$ cat config.mk
export PLATFORM = sky130hd
export DESIGN_NAME = kbd_term_port
export DESIGN_NICKNAME = d
export VERILOG_FILES = /design/src/rtl/kbd_term_port.sv
export SDC_FILE = /design/constraint.sdc
export NUM_CORES = 1
export LEC_CHECK = 0
export BUFFER_PORTS_ARGS = -buffer_cell sky130_fd_sc_hd__clkbuf_2
export CORE_MARGIN = 2
export CORE_UTILIZATION = 45
export DETAILED_ROUTE_END_ITERATION = 7
export HOLD_SLACK_MARGIN = 0.1
export PLACE_DENSITY = 0.9
export SLEW_MARGIN = 20
export SYNTH_ARGS = -nofsm -noshare
export SYNTH_HDL_FRONTEND = slang
export SYNTH_SLANG_ARGS = --single-unit
$ cat constraint.sdc
create_clock -name clk -period 3.42 [get_ports clk]
set_clock_uncertainty 0.2 [all_clocks]
set_input_delay 0.684 -clock clk [delete_from_list [all_inputs] [get_ports clk]]
set_output_delay 0.684 -clock clk [all_outputs]
set_load 0.005 [all_outputs]
$ cat src/rtl/kbd_term_port.sv
module kbd_term_port #(
  parameter int ADDR_W = 16,
  parameter logic [ADDR_W-1:0] BASE = 16'hD010
) (
  input  logic              clk,
  input  logic              rst,
  input  logic [ADDR_W-1:0] bus_addr,
  input  logic [7:0]        bus_wdata,
  input  logic              bus_we,
  input  logic              bus_re,
  output logic [7:0]        bus_rdata,
  input  logic              kb_valid,
  input  logic [6:0]        kb_data,
  output logic              term_valid,
  output logic [7:0]        term_char,
  input  logic              term_ready
);

  localparam logic [ADDR_W-3:0] WIN = BASE[ADDR_W-1:2];
  localparam logic [1:0] SEL_KEY  = 2'd0;
  localparam logic [1:0] SEL_CLR  = 2'd1;
  localparam logic [1:0] SEL_TERM = 2'd2;

  wire       in_win  = (bus_addr[ADDR_W-1:2] == WIN);
  wire [1:0] sel     = bus_addr[1:0];
  wire       wr_clr  = bus_we && in_win && (sel == SEL_CLR);
  wire       wr_term = bus_we && in_win && (sel == SEL_TERM);

  wire       is_lower  = (kb_data >= 7'h61) && (kb_data <= 7'h7A);
  wire [6:0] kb_folded = is_lower ? kb_data - 7'h20 : kb_data;

  logic [6:0] key_code;
  logic       key_pend;

  always_ff @(posedge clk or posedge rst) begin
    if (rst) begin
      key_code <= '0;
      key_pend <= 1'b0;
    end else if (kb_valid) begin
      key_code <= kb_folded;
      key_pend <= 1'b1;
    end else if (wr_clr) begin
      key_pend <= 1'b0;
    end
  end

  always_ff @(posedge clk or posedge rst) begin
    if (rst) begin
      term_valid <= 1'b0;
      term_char  <= '0;
    end else begin
      term_valid <= wr_term;
      if (wr_term) term_char <= bus_wdata & 8'h7F;
    end
  end

  always_comb begin
    bus_rdata = '0;
    if (bus_re && in_win) begin
      case (sel)
        SEL_KEY:  bus_rdata = {key_pend, key_code};
        SEL_CLR:  bus_rdata = {key_pend, 7'b0};
        SEL_TERM: bus_rdata = {~term_ready, 7'b0};
        default:  bus_rdata = '0;
      endcase
    end
  end


  key_latch_chk: assert property (@(posedge clk) disable iff (rst)
    kb_valid |=> key_pend);


  key_fold_chk: assert property (@(posedge clk) disable iff (rst)
    kb_valid |=> !((key_code >= 7'h61) && (key_code <= 7'h7A)));


  key_clear_chk: assert property (@(posedge clk) disable iff (rst)
    (wr_clr && !kb_valid) |=> (!key_pend && $stable(key_code)));


  term_send_chk: assert property (@(posedge clk) disable iff (rst)
    wr_term |=> (term_valid && term_char == {1'b0, $past(bus_wdata[6:0])}));


  term_idle_chk: assert property (@(posedge clk) disable iff (rst)
    !wr_term |=> !term_valid);


  reg3_zero_chk: assert property (@(posedge clk) disable iff (rst)
    (bus_re && bus_addr == BASE + 3) |-> bus_rdata == 8'h00);


  idle_read_chk: assert property (@(posedge clk) disable iff (rst)
    !bus_re |-> bus_rdata == 8'h00);

endmodule

# After elaboration in Yosys (flattened, before gate mapping)
# Cells that the tools add are included.
[totals]
reg_bits = 16
in_bits = 37
output_inout_bits = 17
wordCells = 23
[op_classes]
n_addsub = 1
magnitude_cmp = 2
eq_ne = 3
muxes = 5
bitwise = 1
n_reduce_logical = 7
[op_table]
columns = ["op", "count"]
rows = [
  ["8-bit case mux with 3 select lines", 1],
  ["14-bit equality test (second input constant)", 1],
  ["8-bit 2-to-1 mux", 1],
  ["7-bit greater-or-equal comparator (second input constant)", 1],
  ["7-bit less-or-equal comparator (second input constant)", 1],
  ["7-bit 2-to-1 mux", 1],
  ["7-bit by 6-bit subtractor with 7-bit output (second input constant)", 1],
  ["1-bit logical AND", 5],
  ["2-bit by 1-bit equality test with 1-bit output (second input constant)", 1],
  ["2-bit equality test (second input constant)", 1],
  ["2-bit zero test", 1],
  ["1-bit 2-to-1 mux", 2],
  ["2-bit nonzero test", 1],
  ["1-bit NOT", 1],
]

# Logic depth before layout (Yosys ltp)
# Gate-level depths: netlist (run 1).
[logic_depth]
depth_word = 5
mapped_depth = 5
mapped_depth_nobuf = 5

# Least setup slack after synthesis (run 1)
# No wires, ideal clock.
[synth_timing]
path_kind = "input-to-output"
from = "input port bus_addr[10]"
to = "output port bus_rdata[0]"
t_arrival_ps = 1870
required_ps = 2536
path_slack_ps = 666
path_stages = 4
path_buffers = 0
cell_sequence = "nor4bb_1 nand4_1 nor4b_1 and2_1"
[synth_via]
elab_chain_cells = 3
[synth_lines]
columns = ["element", "line_no", "rtl"]
rows = [
  ["start: declaration", "7", "input logic [ADDR_W-1:0] bus_addr,"],
  ["14-bit equality test", "24", "wire in_win = (bus_addr[ADDR_W-1:2] == WIN);"],
  ["1-bit logical AND", "59", "if (bus_re && in_win) begin"],
  ["8-bit 2-to-1 mux", "59", ""],
  ["end: declaration", "11", "output logic [7:0] bus_rdata,"],
]
# No other way between the ends.

# Final worst setup path (run 1)
[layout_timing]
from = "input port bus_addr[10]"
to = "output port bus_rdata[3]"
# Same word-level chain as after synthesis.

==> impl_metrics.env, run 1 <==
export IMPL_p_per_area_mw_per_mm2=316.1
export IMPL_diodes=0
export IMPL_period_minus_slack_ns=2.994
export IMPL_clockRootBuffer="clkbuf_4"
export IMPL_cts_hold_buf=0
export IMPL_layout_nets=167
export IMPL_p_leak_nw=0.6465
export IMPL_final_period_utilization_pct=87.54
export IMPL_mostFrequentLayoutCell="clkbuf_2"
export IMPL_busiest_layer="met2"
export IMPL_grtUsageTotal_pct=17.68
export IMPL_met3_usage_pct=6.667
export IMPL_status="finished clean"
export IMPL_path_max_fanout=7
export IMPL_grt_pass1_vias=734
export IMPL_ys_seq_area_share_pct=45.65
export IMPL_io_buffers=51
export IMPL_design_area_mm2=0.001185
export IMPL_p_int_mw=0.2910
export IMPL_critPathLaunchType="input pin"
export IMPL_final_antenna_net_count=0
export IMPL_die_x_um=48.15
export IMPL_yosysWarningCount=0
export IMPL_clock_sinks=16
export IMPL_grt_use_met1_pct=19.76
export IMPL_post_place_ws_ns=0.4548
export IMPL_finalSetupTns_ns=0
export IMPL_pwr_share_comb_pct=14.0
export IMPL_syn_area_um2=877.1
export IMPL_drive_gt1_share_pct=54.69
export IMPL_worst_ep_required_time_ns=2.54
export IMPL_fp_dieH_um=48.15
export IMPL_dpl_instance_area_mm2=0.001149
export IMPL_clock_latency_ns=0.28
export IMPL_synth_area_per_cell_um2=11.69
export IMPL_drv_cap=0
export IMPL_cts_buffers=3
export IMPL_timing_rr_start="term_char[5]"
export IMPL_setup_viol=0
export IMPL_finalWeightedCongestion=0.8030
export IMPL_slew_headroom_pct=60.69
export IMPL_clkPwrFrac_pct=32.2
export IMPL_postLayoutCoreUtil_pct=66.46
export IMPL_postCtsSetupRepairBufs=0
export IMPL_grt_pass1_wl_mm=2.829
export IMPL_switching_share_pct=22.31
export IMPL_vdd_drop_max_mv=0.2458
export IMPL_placementRows=15
export IMPL_hold_class="in2async"
export IMPL_worst_slack_ns=0.4262
export IMPL_synth_seq_cells=16
export IMPL_drv_slew=0
export IMPL_detail_route_wl_per_cell_um=12.88
export IMPL_syn_nets=113
export IMPL_htree_num_levels=1
export IMPL_grt_max_degree=17
export IMPL_p_switching_mw=0.08354
export IMPL_timing_hold_violations_final=0
export IMPL_worstPathArrival_ns=2.11
export IMPL_io_pins=54
export IMPL_syn_inst=75
export IMPL_layout_common_cells="clkbuf_2, dfrtp_1, mux2_4, and2_1, nor2_1"
export IMPL_whs_ns=0.2307
export IMPL_antenna_found_initial=0
export IMPL_cts_clk_slew_worst_paths_ns=0.09
export IMPL_cts_resized=0
export IMPL_firstDrtPassIters=2
export IMPL_crit_path_end_kind="output pin"
export IMPL_drc_errors=0
export IMPL_start_util_pct=49.19
export IMPL_startpoint="bus_addr[10]"
export IMPL_die_area_mm2=0.002318
export IMPL_synth_cell_types=29
export IMPL_critical_path_class="in2out"
export IMPL_syn2layout_area_growth_pct=35.09
export IMPL_worst_slew_pin_transition_ns=0.5890
export IMPL_gr_usage_met2_pct=32.89
export IMPL_rsz0062_at_grt="false"
export IMPL_fmax_ghz=0.3340
export IMPL_wl_mm=1.970
export IMPL_place_hpwl_mm=1.599
export IMPL_clockBufferDepth=2
export IMPL_seq_power_share_pct=53.8
export IMPL_cts_tree="built"
export IMPL_overflow=0
export IMPL_core_area_mm2=0.001783
export IMPL_vias_per_cell=5.085
export IMPL_vias=778
export IMPL_initialDrtViolationCount=6
cell type report:
type / instances / area, µm²
clock buffer: 4 / 36.28
fill: 150 / 598.1
inverter: 4 / 15.01
multi-input combinational: 52 / 439.2
sequential: 16 / 400.4
tap: 25 / 31.28
timing repair buffer: 52 / 262.8
critical path: stages:
cell and delay, ns:
clkbuf_2 0.08, nor4bb_1 0.29, nand4_1 0.24, nor4b_1 0.37, buf_4 0.20, and2_1 0.13
clkbuf_2 0.11
routing by layer:
layer	up-vias	share of wire [%]
li1	379	-
met4	0	0.30
met3	2	8.2
met5	-	0
met1	360	40
met2	37	51
state kept, by name (all words and copies together) (netlist names):
signal,cells
key_code,7
term_valid,1
term_char,7
key_pend,1
metrics by stage:
stage | power [mW] | cells
2_1_floorplan | 0.2291 | 75
3_3_place_gp | 0.2543 | 149
3_5_place_dp | 0.2577 | 149
4_1_cts | 0.3801 | 153
5_1_grt | 0.3948 | 153
6_report | 0.3745 | 153
cell families (layout without fill, tap and decap cells):
kind of cell | after synthesis | count (layout) | synth area share (%)
flip-flops | 16 | 16 | 45.65
AO/OA/AOI/OAI | 8 | 8 | 6.563
adder cells (fa/ha/maj) | 1 | 1 | 1.426
other | 1 | 1 | 0.4275
AND/OR/NAND/NOR | 29 | 29 | 22.11
buffers and inverters | 7 | 60 | 4.279
multiplexers | 13 | 13 | 19.54
power groups by stage:
stage	Combinational, mW	Clock (mW)	Sequential (mW)
2_1_floorplan	0.0251	0	0.204
3_3_place_gp	0.0497	0	0.205
3_5_place_dp	0.0525	0	0.205
4_1_cts	0.0529	0.126	0.202
5_1_grt	0.0588	0.133	0.203
6_report	0.0524	0.121	0.201
synth_stat cells:
master    number  share of area, %
or4_1          2               1.7
nor2_1         6               2.6
conb_1         1              0.43
a22o_1         1               1.0
nand4_1        1              0.71
o21ai_0        2               1.1
nor4b_2        2               3.4
buf_6          1               1.3
nor3b_1        1              0.86
buf_4          1              0.86
inv_1          4               1.7
ha_1           1               1.4
nand2_1        2              0.86
mux2i_1        1               1.1
clkbuf_1       1              0.43
a41oi_1        1               1.0
nand3_1        1              0.57
nor4bb_1       2               2.3
nand3b_1       1              0.86
o31ai_1        2               1.7
and2_1         7               5.0
a31oi_1        1              0.71
mux2_4         7                12
nor4b_1        1               1.0
mux2_2         5               6.4
dfrtp_1       16                46
nor3_1         2               1.1
o31a_1         1               1.0
or4b_1         1               1.1
final timing paths:
check	endpoint	slack (ns)	cells past startpoint
setup / recovery	bus_rdata[3]	0.43	7
hold / removal	term_char[2]	0.23	2
setup reg to reg	term_char[5]	2.45	1
hold reg to reg	key_code[4]	0.31	1
max in group asynchronous	key_code[4]	2.41	2
min in group clk	key_code[4]	0.31	1
Power figures use the tool's default switching activity.
==> inputs of run 2 (changes only) <==
- CORE_UTILIZATION: 45 -> 44
- CTS_BUF_LIST: not set -> sky130_fd_sc_hd__clkbuf_8
- PLACE_DENSITY: 0.9 -> 0.89
- clock period: 3.42 -> 3.14 ns (I/O delays scaled with it)
==> run 2 against run 1 <==
  * Die area rose by 2.1%
  * Sequential share of layout area decreased by 0.21 points
  * Critical path depth unchanged
  * Clock-buffer cell count down 1
  * Clock power grew 21%
  * Hold slack got worse by 0.0078 ns
  * Via count decreased by 3.6%
  * First-iteration DRC count increased by 17%
  * Design area rose by 0.63%
  * Cell count grew 0.65%
  * Total power grew 13%
  * Critical path type unchanged
==> impl_metrics.env, run 2 (same netlist as run 1, synthesis figures left out) <==
export IMPL_status="finished clean"
export IMPL_worstPathArrival_ns=2.04
export IMPL_cts_buffers=3
export IMPL_fp_dieH_um=48.65
export IMPL_clkPwrFrac_pct=34.8
export IMPL_syn2layout_area_growth_pct=35.95
export IMPL_finalSetupTns_ns=0
export IMPL_drc_errors=0
export IMPL_fmax_ghz=0.3486
export IMPL_final_antenna_net_count=0
export IMPL_layout_common_cells="clkbuf_2, dfrtp_1, mux2_4, and2_1, nor2_1"
export IMPL_die_x_um=48.65
export IMPL_reg2reg_to="term_char[0]"
export IMPL_vias=750
export IMPL_crit_path_end_kind="output pin"
export IMPL_slew_headroom_pct=59.88
export IMPL_hold_class="in2async"
export IMPL_crit_chain="clkbuf_2, nor4bb_1, nand4_1, nor4b_1, buf_4, and2_1, clkbuf_2"
export IMPL_diodes=0
export IMPL_drv_cap=0
export IMPL_cts_clk_slew_worst_paths_ns=0.06
export IMPL_clockBufferDepth=2
export IMPL_htree_num_levels=1
export IMPL_start_util_pct=45.64
export IMPL_critPathLaunchType="input pin"
export IMPL_overflow=0
export IMPL_p_int_mw=0.3317
export IMPL_dp_cells=151
export IMPL_rsz0062_at_grt="false"
export IMPL_cts_resized=0
export IMPL_firstDrtPassIters=4
export IMPL_cts_tree="built"
export IMPL_pwr_share_comb_pct=13.4
export IMPL_path_max_fanout=7
export IMPL_die_area_mm2=0.002366
export IMPL_p_leak_nw=0.6470
export IMPL_clock_latency_ns=0.25
export IMPL_wl_mm=1.917
export IMPL_cts_hold_buf=0
export IMPL_ff2ff_setup_slack_ns=2.18
export IMPL_antenna_found_initial=0
export IMPL_setup_viol=0
export IMPL_vias_per_cell=4.870
export IMPL_layout_nets=167
export IMPL_postCtsSetupRepairBufs=0
export IMPL_dpl_instance_area_mm2=0.001151
export IMPL_period_minus_slack_ns=2.869
export IMPL_io_buffers=51
export IMPL_grt_pass1_vias=760
export IMPL_grt_pass1_wl_mm=3.277
export IMPL_design_area_mm2=0.001192
export IMPL_final_period_utilization_pct=91.35
export IMPL_grtUsageTotal_pct=18.11
export IMPL_finalWeightedCongestion=0.8225
export IMPL_worst_slack_ns=0.2715
export IMPL_place_hpwl_mm=1.554
export IMPL_post_place_ws_ns=0.2954
export IMPL_io_pins=54
export IMPL_drive_gt1_share_pct=54.33
export IMPL_p_switching_mw=0.09239
export IMPL_timing_hold_violations_final=0
export IMPL_worst_ep_required_time_ns=2.31
export IMPL_startpoint="bus_addr[10]"
export IMPL_cp_slowest_cell="nor4b_1"
export IMPL_clockRootBuffer="clkbuf_8"
export IMPL_initialDrtViolationCount=7
export IMPL_timing_rr_start="term_char[0]"
export IMPL_switching_share_pct=21.79
export IMPL_grt_max_degree=17
export IMPL_clock_sinks=16
export IMPL_critical_path_class="in2out"
export IMPL_layout_cells_non_filler=154
export IMPL_core_area_mm2=0.001922
export IMPL_p_total_mw=0.4241
export IMPL_drv_slew=0
export IMPL_max_stage_delay_ns=0.35
export IMPL_path_common_cell="clkbuf_2"
export IMPL_whs_ns=0.2229
export IMPL_mostFrequentLayoutCell="clkbuf_2"
export IMPL_detail_route_wl_per_cell_um=12.45
export IMPL_postLayoutCoreUtil_pct=62.04
export IMPL_p_per_area_mw_per_mm2=355.6
export IMPL_placementRows=16
export IMPL_r2r_cells=1
export IMPL_seq_power_share_pct=51.8
export IMPL_vdd_drop_max_mv=0.3140
export IMPL_worst_slew_pin_transition_ns=0.6011
export IMPL_largest_registers="key_code: 7 flops, term_char: 7 flops"
-- run 2: cell types whose count changed in the layout (fill, tap and decap cells not counted) --
cell	previous run	this run
clkbuf_4	3	0
clkbuf_8	1	3
-- run 2: area by class of cell --
type	instances	area, µm²
timing repair buffer	52	262.8
inverter	4	15.01
multi-input combinational	52	439.2
sequential	16	400.4
fill	169	729.5
clock buffer	3	41.29
tap	27	33.78
-- run 2: per-layer routing --
layer / wire length (µm) / track usage, % / vias up / share of wire, %
met5: 0 / 0 / - / 0
li1: - / - / 381 / -
met3: 139 / 7.099 / 2 / 7.3
met1: 769 / 19.84 / 336 / 40
met2: 996 / 32.65 / 31 / 52
met4: 12 / 4.286 / 0 / 0.63
-- run 2: critical path: cells and delay by family --
family,cells,cell delay [ns]
AND/OR/NAND/NOR,4,1.04
buffers and inverters,3,0.38
-- run 2: how the worst max path moves through the flow --
stage,endpoint,slack [ns],cells past startpoint
finish,bus_rdata[3],0.27,7
global route,bus_rdata[2],0.08,7
CTS,bus_rdata[2],0.28,7
detailed placement,bus_rdata[2],0.30,7
global placement,bus_rdata[2],0.35,7
floorplan,bus_rdata[0],0.50,4
-- run 2: power groups by stage --
stage	sequential (mW)	clock, mW	combinational, mW
2_1_floorplan	0.222	0	0.0274
3_3_place_gp	0.223	0	0.0541
3_5_place_dp	0.223	0	0.0570
4_1_cts	0.220	0.151	0.0575
5_1_grt	0.221	0.160	0.0636
6_report	0.220	0.147	0.0570
==> inputs of run 3 (changes only) <==
- PLACE_DENSITY: 0.89 -> 0.8
==> run 3 against run 2 <==
  * Sequential power is essentially flat
  * Maximum frequency shrank 0.69%
  * Non-clock buffer count is the same
  * Cell count grew 0.65%
==> impl_metrics.env, run 3 (same netlist as run 1, synthesis figures left out) <==
export IMPL_fillCellCount=164
export IMPL_antenna_found_initial=0
export IMPL_status="finished clean"
export IMPL_finalWeightedCongestion=0.7394
export IMPL_cts_clk_slew_worst_paths_ns=0.06
export IMPL_drc_errors=0
export IMPL_timing_hold_violations_final=0
export IMPL_final_period_utilization_pct=91.99
export IMPL_layout_common_cells="clkbuf_2, dfrtp_1, mux2_4, and2_1, nor2_1"
export IMPL_reg2reg_to="key_code[1]"
export IMPL_timing_rr_start="key_code[1]"
export IMPL_rsz0062_at_grt="false"
export IMPL_overflow=0
export IMPL_grtUsageTotal_pct=16.50
export IMPL_vdd_drop_max_mv=0.2472
export IMPL_p_leak_nw=0.6542
export IMPL_design_area_mm2=0.001206
export IMPL_drv_cap=0
export IMPL_diodes=0
export IMPL_vias=762
export IMPL_worst_ep_required_time_ns=2.31
export IMPL_start_util_pct=45.64
export IMPL_place_hpwl_mm=1.505
export IMPL_clock_latency_ns=0.24
export IMPL_mostFrequentLayoutCell="clkbuf_2"
export IMPL_clockRootBuffer="clkbuf_8"
export IMPL_critical_path_class="in2out"
export IMPL_r2r_cells=1
export IMPL_dpl_instance_area_mm2=0.001151
export IMPL_p_per_area_mw_per_mm2=376.9
export IMPL_postCtsSetupRepairBufs=0
export IMPL_clockBufferDepth=2
export IMPL_dp_cells=151
export IMPL_drv_slew=0
export IMPL_die_area_mm2=0.002366
export IMPL_seqCellArea_um2=400.4
export IMPL_vias_per_cell=4.916
export IMPL_ff2ff_setup_slack_ns=2.18
export IMPL_worstPathArrival_ns=2.06
export IMPL_io_buffers=51
export IMPL_grt_pass1_wl_mm=3.174
export IMPL_path_max_fanout=7
export IMPL_grt_max_degree=17
export IMPL_worst_slack_ns=0.2516
export IMPL_worst_slew_pin_transition_ns=0.5979
export IMPL_htree_num_levels=1
export IMPL_layout_cells_non_filler=155
export IMPL_cts_resized=0
export IMPL_p_total_mw=0.4546
export IMPL_hold_class="in2async"
export IMPL_io_pins=54
export IMPL_post_place_ws_ns=0.2692
export IMPL_largest_registers="key_code: 7 flops, term_char: 7 flops"
export IMPL_whs_ns=0.2267
export IMPL_setup_viol=0
export IMPL_fp_dieH_um=48.65
export IMPL_cts_hold_buf=0
export IMPL_grt_pass1_vias=782
export IMPL_firstDrtPassIters=4
export IMPL_multiInputGateArea_um2=439.2
export IMPL_die_x_um=48.65
export IMPL_wl_mm=1.845
export IMPL_crit_path_end_kind="output pin"
export IMPL_layout_nets=167
export IMPL_period_minus_slack_ns=2.888
export IMPL_cts_tree="built"
export IMPL_initialDrtViolationCount=10
export IMPL_critPathLaunchType="input pin"
export IMPL_cts_buffers=3
export IMPL_clock_sinks=16
export IMPL_drive_gt1_share_pct=54.69
export IMPL_finalSetupTns_ns=0
export IMPL_postLayoutCoreUtil_pct=62.76
export IMPL_syn2layout_area_growth_pct=37.52
export IMPL_final_antenna_net_count=0
export IMPL_detail_route_wl_per_cell_um=11.90
export IMPL_core_area_mm2=0.001922
export IMPL_slew_headroom_pct=60.10
export IMPL_fmax_ghz=0.3462
export IMPL_placementRows=16
-- run 3: cell type report --
type	count	share of cell area, %
clock buffers	4	4.564
multi-input cells	52	36.41
inverters	4	1.245
repair buffers	52	21.78
well taps	27	2.801
flip-flops and latches	16	33.19
-- run 3: routing by layer --
metal / GRT usage (%) / wire length (µm)
met1: 18.79 / 749
met2: 31.05 / 985
met3: 2.778 / 110
met4: 5.238 / 0
met5: 0 / 0
-- run 3: worst max path at each step --
stage	startpoint	endpoint	slack [ns]	cells past startpoint
global route	bus_addr[10]	bus_rdata[0]	0.13	7
finish	bus_addr[10]	bus_rdata[5]	0.25	7
detailed placement	bus_addr[10]	bus_rdata[5]	0.27	7
CTS	bus_addr[10]	bus_rdata[5]	0.23	7
floorplan	bus_addr[10]	bus_rdata[0]	0.50	4
global placement	bus_addr[10]	bus_rdata[6]	0.34	7
-- run 3: report_power, final --
group,leakage [nW],switching (mW),internal (mW)
clock,0.0288,0.0670,0.111
combinational,0.423,0.0258,0.0310
sequential,0.202,0.00428,0.216
total,0.654,0.0971,0.358
-- run 3: critical path, cell delays in order --
cell and delay [ns]:
clkbuf_2 0.08, nor4bb_1 0.27, nand4_1 0.23, nor4b_1 0.39
buf_4 0.20, and2_1 0.14, clkbuf_2 0.11
